===== src/rtl/secded_pkg.sv =====
package secded_pkg;

    // Smallest r with 2^r >= data + r + 1.
    function automatic int unsigned pos_bits(input int unsigned data_w);
        int unsigned r;
        r = 1;
        while ((32'd1 << r) < data_w + r + 1) r++;
        return r;
    endfunction

    // Hamming position of data bit idx: idx-th non-power-of-two from 3.
    function automatic int unsigned data_pos(input int unsigned idx);
        int unsigned cnt;
        int unsigned p;
        int unsigned res;
        cnt = 0;
        p   = 2;
        res = 0;
        while (cnt <= idx) begin
            p++;
            if ((p & (p - 1)) != 0) begin
                if (cnt == idx) res = p;
                cnt++;
            end
        end
        return res;
    endfunction

    typedef enum logic [1:0] {
        FIX_NONE  = 2'd0,
        FIX_DATA  = 2'd1,
        FIX_CHECK = 2'd2,
        FIX_FAIL  = 2'd3
    } fix_kind_e;

endpackage


===== src/rtl/secded_encoder.sv =====
module secded_encoder #(
    parameter int unsigned DATA_W = 64,
    parameter int unsigned POS_W  = secded_pkg::pos_bits(DATA_W)
) (
    input  logic [DATA_W-1:0] data_i,
    output logic [POS_W:0]    check_o
);

    logic [POS_W-1:0] pos_tbl [DATA_W];
    logic [POS_W-1:0] par;

    for (genvar i = 0; i < DATA_W; i++) begin : g_pos
        assign pos_tbl[i] = POS_W'(secded_pkg::data_pos(i));
    end

    // XOR of positions of set data bits yields each position-parity bit.
    always_comb begin
        par = '0;
        for (int i = 0; i < DATA_W; i++) begin
            if (data_i[i]) par = par ^ pos_tbl[i];
        end
        check_o = {^{par, data_i}, par};
    end

endmodule


===== src/rtl/secded_syndrome.sv =====
module secded_syndrome #(
    parameter int unsigned DATA_W = 64,
    parameter int unsigned POS_W  = secded_pkg::pos_bits(DATA_W),
    parameter int unsigned WORD_W = DATA_W + POS_W + 1
) (
    input  logic [WORD_W-1:0] word_i,
    output logic [POS_W-1:0]  syn_o,
    output logic              odd_o
);

    logic [POS_W-1:0] pos_tbl [DATA_W];
    logic [POS_W-1:0] acc;

    for (genvar i = 0; i < DATA_W; i++) begin : g_pos
        assign pos_tbl[i] = POS_W'(secded_pkg::data_pos(i));
    end

    always_comb begin
        acc = word_i[DATA_W +: POS_W];
        for (int i = 0; i < DATA_W; i++) begin
            if (word_i[i]) acc = acc ^ pos_tbl[i];
        end
        syn_o = acc;
        odd_o = ^word_i;
    end

endmodule


===== src/rtl/secded_corrector.sv =====
module secded_corrector #(
    parameter int unsigned DATA_W = 64,
    parameter int unsigned POS_W  = secded_pkg::pos_bits(DATA_W)
) (
    input  logic [DATA_W-1:0]         data_i,
    input  logic [POS_W-1:0]          syn_i,
    input  logic                      odd_i,
    output logic [DATA_W-1:0]         data_o,
    output secded_pkg::fix_kind_e     kind_o
);

    localparam logic [POS_W-1:0] MAX_POS = POS_W'(DATA_W + POS_W);

    logic [POS_W-1:0]  pos_tbl [DATA_W];
    logic [DATA_W-1:0] flip;
    logic              syn_zero;
    logic              syn_pow2;

    for (genvar i = 0; i < DATA_W; i++) begin : g_pos
        assign pos_tbl[i] = POS_W'(secded_pkg::data_pos(i));
        assign flip[i]    = (syn_i == pos_tbl[i]);
    end

    always_comb begin
        syn_zero = (syn_i == '0);
        syn_pow2 = ((syn_i & (syn_i - POS_W'(1))) == '0);
        if (!odd_i) begin
            kind_o = syn_zero ? secded_pkg::FIX_NONE : secded_pkg::FIX_FAIL;
        end else if (syn_pow2) begin
            kind_o = secded_pkg::FIX_CHECK;
        end else if (syn_i > MAX_POS) begin
            kind_o = secded_pkg::FIX_FAIL;
        end else begin
            kind_o = secded_pkg::FIX_DATA;
        end
        data_o = (kind_o == secded_pkg::FIX_DATA) ? (data_i ^ flip) : data_i;
    end

endmodule


===== src/rtl/secded_word_guard.sv =====
module secded_word_guard #(
    parameter  int unsigned DATA_W = 64,
    localparam int unsigned POS_W  = secded_pkg::pos_bits(DATA_W),
    localparam int unsigned WORD_W = DATA_W + POS_W + 1
) (
    input  logic              clk_i,
    input  logic              rst_ni,
    input  logic [DATA_W-1:0] wr_data_i,
    output logic [POS_W:0]    wr_check_o,
    input  logic              rd_valid_i,
    input  logic [WORD_W-1:0] rd_word_i,
    input  logic              irq_single_en_i,
    input  logic              irq_double_en_i,
    input  logic              clr_single_i,
    input  logic              clr_double_i,
    output logic              rd_valid_o,
    output logic [DATA_W-1:0] rd_data_o,
    output logic [POS_W-1:0]  rd_syndrome_o,
    output logic              rd_single_o,
    output logic              rd_double_o,
    output logic              irq_o,
    output logic              sticky_single_o,
    output logic              sticky_double_o
);

    typedef struct packed {
        logic              valid;
        logic [DATA_W-1:0] data;
        logic [POS_W-1:0]  syn;
        logic              single;
        logic              dbl;
        logic              irq;
        logic              st_single;
        logic              st_double;
    } stage_t;

    stage_t stage_d, stage_q;

    logic [POS_W-1:0]      syn;
    logic                  odd;
    logic [DATA_W-1:0]     fixed_data;
    secded_pkg::fix_kind_e kind;
    logic                  hit_single;
    logic                  hit_double;

    secded_encoder #(.DATA_W(DATA_W), .POS_W(POS_W)) enc_i (
        .data_i  (wr_data_i),
        .check_o (wr_check_o)
    );

    secded_syndrome #(.DATA_W(DATA_W), .POS_W(POS_W), .WORD_W(WORD_W)) syn_i (
        .word_i (rd_word_i),
        .syn_o  (syn),
        .odd_o  (odd)
    );

    secded_corrector #(.DATA_W(DATA_W), .POS_W(POS_W)) fix_i (
        .data_i (rd_word_i[DATA_W-1:0]),
        .syn_i  (syn),
        .odd_i  (odd),
        .data_o (fixed_data),
        .kind_o (kind)
    );

    always_comb begin
        hit_single = rd_valid_i &&
                     (kind == secded_pkg::FIX_DATA || kind == secded_pkg::FIX_CHECK);
        hit_double = rd_valid_i && (kind == secded_pkg::FIX_FAIL);

        stage_d           = stage_q;
        stage_d.valid     = rd_valid_i;
        stage_d.data      = fixed_data;
        stage_d.syn       = rd_valid_i ? syn : '0;
        stage_d.single    = hit_single;
        stage_d.dbl       = hit_double;
        stage_d.irq       = (hit_single && irq_single_en_i) ||
                            (hit_double && irq_double_en_i);
        stage_d.st_single = (stage_q.st_single && !clr_single_i) || hit_single;
        stage_d.st_double = (stage_q.st_double && !clr_double_i) || hit_double;
    end

    always_ff @(posedge clk_i or negedge rst_ni) begin
        if (!rst_ni) begin
            stage_q <= '0;
        end else begin
            stage_q <= stage_d;
        end
    end

    assign rd_valid_o      = stage_q.valid;
    assign rd_data_o       = stage_q.data;
    assign rd_syndrome_o   = stage_q.syn;
    assign rd_single_o     = stage_q.single;
    assign rd_double_o     = stage_q.dbl;
    assign irq_o           = stage_q.irq;
    assign sticky_single_o = stage_q.st_single;
    assign sticky_double_o = stage_q.st_double;

endmodule


===== config.mk =====
export PLATFORM = sky130hd
export DESIGN_NAME = secded_word_guard
export DESIGN_NICKNAME = d
export VERILOG_FILES = /design/src/rtl/secded_pkg.sv /design/src/rtl/secded_encoder.sv /design/src/rtl/secded_syndrome.sv /design/src/rtl/secded_corrector.sv /design/src/rtl/secded_word_guard.sv
export SDC_FILE = /design/constraint.sdc
export NUM_CORES = 1
export LEC_CHECK = 0
export ABC_AREA = 1
export BUFFER_PORTS_ARGS = -buffer_cell sky130_fd_sc_hd__buf_2
export CAP_MARGIN = 20
export CORE_ASPECT_RATIO = 0.6
export CORE_UTILIZATION = 29
export DETAILED_ROUTE_END_ITERATION = 8
export GPL_ROUTABILITY_DRIVEN = 1
export HOLD_SLACK_MARGIN = 0.06
export SETUP_SLACK_MARGIN = 0.02
export SYNTH_ARGS = -nofsm -noshare
export SYNTH_HDL_FRONTEND = slang
export SYNTH_SLANG_ARGS = --single-unit

===== constraint.sdc =====
create_clock -name clk_i -period 1.9 [get_ports clk_i]
set_clock_uncertainty 0.1 [all_clocks]
set_input_delay 0.095 -clock clk_i [delete_from_list [all_inputs] [get_ports clk_i]]
set_output_delay 0.095 -clock clk_i [all_outputs]
set_load 0.005 [all_outputs]

==> results.md, run 1 <==
- Via count: 10,478
- Initial DRC count: between 600 and 700
- Minimum clock period: 2.88 ns
- Initial Util: roughly 30%
- Synth area leader: nand2_1
- DRC viols: 0
- Die X: between 200 and 250 um
- Clk_lat worst skew: ~0.36 ns
- Final-report max-slew violation count: 0
- Final worst slack: -0.982 ns
- Slowest stage cell, crit path: clkbuf_16
- P&R area growth vs syn: 89.6%
- Worst Path Max Fanout: 7
- Reg2reg end: sticky_double_o$_DFF_PN0_
- Status: complete, but fails checks
- Antenna violation net count after detailed routing: 0
- IO Port Bufs: between 200 and 250
- Gpl congestion: around 0.94
- Post-Syn Area: roughly 8500 um2
- Final Util: between 50 and 60%
- Top FF cell, synth: dfrtp_1
- CTS Buf Count: 9
- Routed len/inst: approximately 17 um
- Arrival time of the worst setup path: approximately 3.0 ns
- Grt ovf: 0
- Vias/cell: between 4 and 5
- Root Driver: clkbuf_16
- Critical path's largest stage delay: 0.25 ns
- H-tree level count: 3
- Min-Delay Path Class: input pin to flop
- GRT Total Usage: 22.9%
- Share of the synthesized area in the top cell type: approximately a quarter
- Worst Reg2Reg Path Length in Cells: 2
- Multi-input gate area: about 8100 um2
- Unrepaired setup endpoints after global routing: yes
- Violated checks: negative setup slack
- Synth Area per Inst: around 6.5 um2
- Pwr per Cell Area: approximately 850 nW/um2
- Critical Path RT: 2.05 ns
- IO Pins: 228
- Clock Tree Buf Depth: 2
- Crit path max-delay family: simple AND/OR/NAND/NOR gates
- CTS tree: done
- YS warnings: 0
- Setup CP Type: input pin to flop
- Seq/Total Area, Yosys: between 20 and 25%
- Reg2Reg Setup Slack: about 1.2 ns
- Initial antenna violation count: 1
- Worst setup SP type: input pin
- Period utilization: 152%
- Worst Setup EP: rd_data_o[42]$_DFF_PN0_
- Register Area: 1930 um2
- Relative slew margins: between 60 and 70%
- Commonest cells after routing, fill and taps aside: 333 x nand2_1, 273 x buf_4, 172 x buf_2
- Synth cell types: 32
- Most common cell after layout, fill and taps aside: nand2_1
- Core area: approximately 29,000 um2
- DP HPWL: about 28,000 um
- Fmax: between 300 and 400 MHz
- Worst-path clk slew: 0.07 ns
- WL final: a little under 40,000 um
- Final Setup Violations: between 70 and 80
- Layout Nets: between 2,000 and 2,500
- Die H: 134 um
- EDFF count, synth: 0
- Fraction of registers with async set/reset: between 90% and 100%
- Final Hold Fails: 0
- Vias in the first global route: between 9,000 and 10,000
- FF+latch count, synth: 77
- LEAKAGE: between 8 and 9 nW
- Max VDD drop: 511 uV
- DRT Pass-1 Iters: 5
- WP buf/inv: 6
- Rows: between 40 and 50
- Syn Nets: between 1,000 and 1,500
- Crit path capture type: flop
- Cell Area, Placed: roughly 12,000 um2
- Share of post-route cells with drive strength above 1: a little over half
- Worst hold start: rd_word_i[47]
- Top post-synthesis cells by area: nand2_1 23%, dfrtp_1 23%, xor2_1 15%, xnor2_1 14%, inv_1 7.9%
- Pre-CTS setup slack: -1.47 ns
- Worst-margin pin slew: 0.486 ns
- Launching point of the worst reg2reg path: sticky_double_o$_DFF_PN0_
- Global-route wire length before repair: between 50,000 and 60,000 um
- Setup crit start: rd_word_i[13]
- ANT cells: 0
- Post-route cell area: approximately 16,000 um2
- Pin count of the biggest net entering global routing: 43
- Synth Instances: between 1,000 and 1,500
- Clock sink count: 77
- FILL cells: approximately 2,500
- Die area: between 20,000 and 30,000 um2
- Crit path depth: 26
- Max Cap Viol: 0
-- power by group --
| part | leakage [nW] | switching (mW) | internal (mW) | total (mW) |
|---|---|---|---|---|
| combinational | 7.55 | 5.54 | 4.42 | 9.96 |
| sequential | 0.910 | 0.0625 | 1.82 | 1.88 |
| clock | 0.145 | 0.784 | 1.01 | 1.79 |
| total | 8.60 | 6.39 | 7.24 | 13.6 |
-- registers in the layout (all words and copies together) (netlist names) --
| signal | cells |
|---|---|
| irq_o | 1 |
| rd_data_o | 64 |
| rd_double_o | 1 |
| rd_single_o | 1 |
| rd_syndrome_o | 7 |
| rd_valid_o | 1 |
| sticky_double_o | 1 |
| sticky_single_o | 1 |
-- final cells by class --
cell class                 count  area share (%)
multi-input combinational   1024            50.2
timing repair buffer         591            28.6
sequential                    77            12.0
inverter                     186            4.48
tap                          375            2.92
clock buffer                   9            1.40
clock inverter                 6           0.390
-- metal layers --
metal | vias up | routed length (um) | track usage [%] | share of wire, %
li1 | 5030 | - | - | -
met1 | 5032 | 18100 | 34.8 | 47
met2 | 366 | 16900 | 32.0 | 44
met3 | 48 | 2950 | 5.39 | 7.7
met4 | 2 | 577 | 4.60 | 1.5
met5 | - | 7 | 0 | 0.018
-- how the worst min path moves through the flow --
stage / to / slack, ns / cells past startpoint
global route: rd_data_o[47]$_DFF_PN0_ / 0.07 / 4
global placement: rd_data_o[4]$_DFF_PN0_ / -0.01 / 1
CTS: rd_data_o[21]$_DFF_PN0_ / 0.06 / 4
floorplan: irq_o$_DFF_PN0_ / -0.30 / 0
detailed placement: rd_data_o[4]$_DFF_PN0_ / -0.008 / 1
finish: rd_data_o[47]$_DFF_PN0_ / 0.08 / 4
-- metrics by stage --
step / total power [mW] / hold WS [ns] / TNS, ns / std cells
3_3_place_gp: 8.83 / -0.0150 / -92.46 / 2159
3_5_place_dp: 8.93 / -0.00822 / -94.71 / 2159
4_1_cts: 11.5 / 0.0603 / -53.23 / 2254
6_report: 13.6 / 0.0787 / -62.79 / 2268
5_1_grt: 14.4 / 0.0666 / -72.67 / 2268
2_1_floorplan: 5.86 / -0.301 / -59.01 / 1306
-- Yosys cell counts, types with 2 or more instances --
master / number
nand2_4: 3
ha_1: 2
nor3_2: 3
buf_6: 4
nand2_1: 530
nor2_1: 40
buf_2: 7
nand3_1: 91
nand3_2: 8
nand4_1: 8
xnor2_1: 132
nor2_4: 5
a21oi_1: 2
o21ai_0: 5
clkbuf_2: 3
nand2b_1: 2
nor3_4: 3
dfrtp_1: 77
inv_1: 179
nand2_2: 17
or2_2: 6
xor2_1: 144
buf_4: 5
nand3b_1: 7
inv_2: 7
nor2_2: 10
-- tightest hold or removal path, stage by stage --
cell and delay (ns):
buf_2 0.14, inv_1 0.08, buf_4 0.11, xor2_2 0.07
-- logic make-up after synthesis --
family	after synthesis	synth area share, %
AND/OR/NAND/NOR	735	37.6
XOR/XNOR	277	28.7
flip-flops	77	22.8
adder cells (fa/ha/maj)	2	0.295
AO/OA/AOI/OAI	10	0.813
buffers and inverters	205	9.81
-- what timing repair did --
item,in CTS,in global routing
resized for setup,170,488
setup endpoints to repair,75,76
hold endpoints to repair,143,1
gates cloned,1,1
setup buffers,20,19
hold buffers,60,1
pin swaps,68,191
Note: power is estimated with default switching activity, not from simulation.
==> run 2: changes to the inputs <==
--- a/config.mk
+++ b/config.mk
@@ -8,8 +8,9 @@
 export ABC_AREA = 1
 export BUFFER_PORTS_ARGS = -buffer_cell sky130_fd_sc_hd__buf_2
 export CAP_MARGIN = 20
-export CORE_ASPECT_RATIO = 0.6
+export CORE_ASPECT_RATIO = 0.5
 export CORE_UTILIZATION = 29
+export CTS_CLUSTER_DIAMETER = 80
 export DETAILED_ROUTE_END_ITERATION = 8
 export GPL_ROUTABILITY_DRIVEN = 1
 export HOLD_SLACK_MARGIN = 0.06
==> results.md, run 2 (synthesized netlist as in run 1, its figures left out) <==
- Routed met3 length: 1730 um (-42%)
- Root Driver: clkbuf_16
- Clock sink count: 77 (unchanged)
- Rows: 43 (-10%)
- IO Pins: 228 (unchanged)
- Global-route wire length before repair: 50,400 um (-2.0%)
- Total power draw: 13.1 mW (-3.7%)
- Pre-CTS setup slack: -1.31 ns (+0.159 ns)
- CTS tree: done
- Gpl congestion: 0.930 (-1.3%)
- Flop pwr share: 14.3% (+0.5 points)
- Final worst slack: -1.10 ns (-0.119 ns)
- Final Util: 56.3% (+0.33 points)
- LEAKAGE: 8.56 nW (-0.52%)
- DRC viols: 0 (unchanged)
- Layout Nets: 2,060 (+1.3%)
- Arrival time of the worst setup path: 3.14 ns (+0.11 ns)
- Initial DRC count: 499 (-28%)
- Setup CP Type: input pin to flop
- Crit path capture type: flop
- Placed Cells: 2,148 (-0.51%)
- Top routing layer used: met4
- Max reg flops: 64 (unchanged)
- Share of post-route cells with drive strength above 1: 55.5% (+0.63 points)
- Status: complete, but fails checks
- Antenna violation net count after detailed routing: 0 (unchanged)
- WL final: 35,100 um (-8.8%)
- Via count: 10,472 (-0.057%)
- IO Port Bufs: 227 (unchanged)
- Min-Delay Path Class: input pin to flop
- DP HPWL: 24,200 um (-13%)
- H-tree level count: 3 (unchanged)
- Fmax: 333 MHz (-4.0%)
- Relative slew margins: 66.4% (-1.3 points)
- Pin count of the biggest net entering global routing: 46 (+7.0%)
- Die H: 123 um (-8.6%)
- Worst setup SP type: input pin
- Worst-path clk slew: 0.06 ns (about the same)
- Pwr per Cell Area: 828 nW/um2 (-2.5%)
- Fin cells: 2,304 (+1.6%)
- WHS: 0.0588 ns (-0.0198 ns)
- Worst Path Max Fanout: 7 (unchanged)
- Initial antenna violation count: 2 (+1)
- Final Setup Violations: 71 (-2.7%)
- Period utilization: 158% (+6.3 points)
- Worst Reg2Reg Path Length in Cells: 2 (unchanged)
- Initial Util: 30.0% (+0.54 points)
- Most common cell after layout, fill and taps aside: nand2_1
- Final Hold Fails: 0 (unchanged)
- GRT Total Usage: 21.6% (-1.2 points)
- Vias/cell: 4.55 (-1.6%)
- P&R area growth vs syn: 87.3%
- Clk network pwr share: 12.8% (-0.4 points)
- Critical Path RT: 2.04 ns (about the same)
- Violated checks: negative setup slack
- Minimum clock period: 3.00 ns (+0.119 ns)
- P_sw: 6.07 mW (-4.9%)
- Sw Ratio: 46.3% (-0.62 points)
- CTS Buf Count: 9 (unchanged)
- Grt ovf: 0 (unchanged)
- Core area: 28,200 um2 (-1.8%)
- Unrepaired setup endpoints after global routing: yes
- Vias in the first global route: 10,259 (+9.3%)
- Die X: 244 um (+9.5%)
- Routed len/inst: 15.2 um (-10%)
- Hold depth: 4 (unchanged)
- Die area: 29,900 um2 (about the same)
- Max Cap Viol: 0 (unchanged)
- Clock Tree Buf Depth: 2 (unchanged)
- Final-report max-slew violation count: 0 (unchanged)
- DRT Pass-1 Iters: 5 (unchanged)
- WL met2: 18,400 um (+8.9%)
- FILL cells: 2,341 (-5.5%)
- Worst-margin pin slew: 0.505 ns (+0.0191 ns)
- Gate power share: 72.9% (about the same)
- Pint: 7.06 mW (-2.6%)
- Commonest cells after routing, fill and taps aside: 329 x nand2_1, 326 x buf_4, 174 x buf_2
- Clk_lat worst skew: 0.36 ns (about the same)
- Wl on met1: 13,300 um (-26%)
- Max VDD drop: 520 uV (+1.6%)
==> run 2: metrics by stage <==
stage               setup TNS [ns]  area (um2)
finish                      -67.11       15900
global route                -81.19       15900
CTS                         -49.69       14700
detailed placement          -83.48       12000
global placement            -81.72       12000
floorplan                   -59.01        8610
==> run 2: worst paths after layout <==
kind,slack [ns],from,endpoint
hold reg to reg,0.42,sticky_single_o$_DFF_PN0_,sticky_single_o$_DFF_PN0_
hold / removal,0.06,rd_word_i[2],rd_data_o[2]$_DFF_PN0_
setup / recovery,-1.10,rd_word_i[42],rd_data_o[21]$_DFF_PN0_
setup reg to reg,1.20,sticky_double_o$_DFF_PN0_,sticky_double_o$_DFF_PN0_
max in group asynchronous,0.91,rst_ni,rd_data_o[18]$_DFF_PN0_
min in group asynchronous,0.17,rst_ni,rd_single_o$_DFF_PN0_
==> run 2: repair_timing <==
| item | CTS | global route |
|---|---|---|
| gates cloned | 2 | 0 |
| hold buffers | 50 | 0 |
| gates resized for setup | 354 | 235 |
| setup endpoints to repair | 75 | 76 |
| buffers inserted | 77 | 23 |
| pin swaps | 139 | 155 |
| endpoints found under the hold margin | 133 | 0 |
==> run 2: final cells by class <==
cell class	instances	area (um2)	area share, %
Tap cell	382	478	3.01
Timing Repair Buffer	617	4670	29.5
Multi-Input combinational cell	1024	7780	49.0
Inverter	186	721	4.54
Clock inverter	7	56.3	0.355
Clock buffer	9	225	1.42
Sequential cell	77	1930	12.1
Antenna cell	2	5.00	0.0315
==> run 2: power by group through the flow <==
| stage | registers (mW) | clock network, mW | logic [mW] |
|---|---|---|---|
| floorplan | 1.92 | 0 | 3.94 |
| global placement | 1.91 | 0 | 6.63 |
| detailed placement | 1.91 | 0 | 6.71 |
| CTS | 1.88 | 1.71 | 8.33 |
| global route | 1.89 | 1.78 | 10.3 |
| finish | 1.88 | 1.68 | 9.58 |
==> run 2: worst max-delay path, stage by stage <==
cell and delay, ns:
buf_4 0.14, xor2_2 0.24, inv_1 0.08, nand2_1 0.10, nand2_1 0.10, nand2_1 0.10, nand2_2 0.10, inv_2 0.09
nand2_2 0.08, nand3_2 0.10, nand2_4 0.09, a21oi_4 0.20, nand4_4 0.15, nor3_4 0.25, inv_1 0.06, nand2_1 0.07
ha_2 0.18, inv_4 0.04, nor2_4 0.13, inv_2 0.08, nor3_4 0.16, buf_6 0.14, buf_12 0.13, nand2_4 0.05
xor2_2 0.17
==> run 2: metal layers <==
layer | track usage [%] | vias to the layer above
li1 | - | 5088
met1 | 24.3 | 4925
met2 | 41.0 | 339
met3 | 3.19 | 120
met4 | 9.49 | 0
met5 | 0 | -
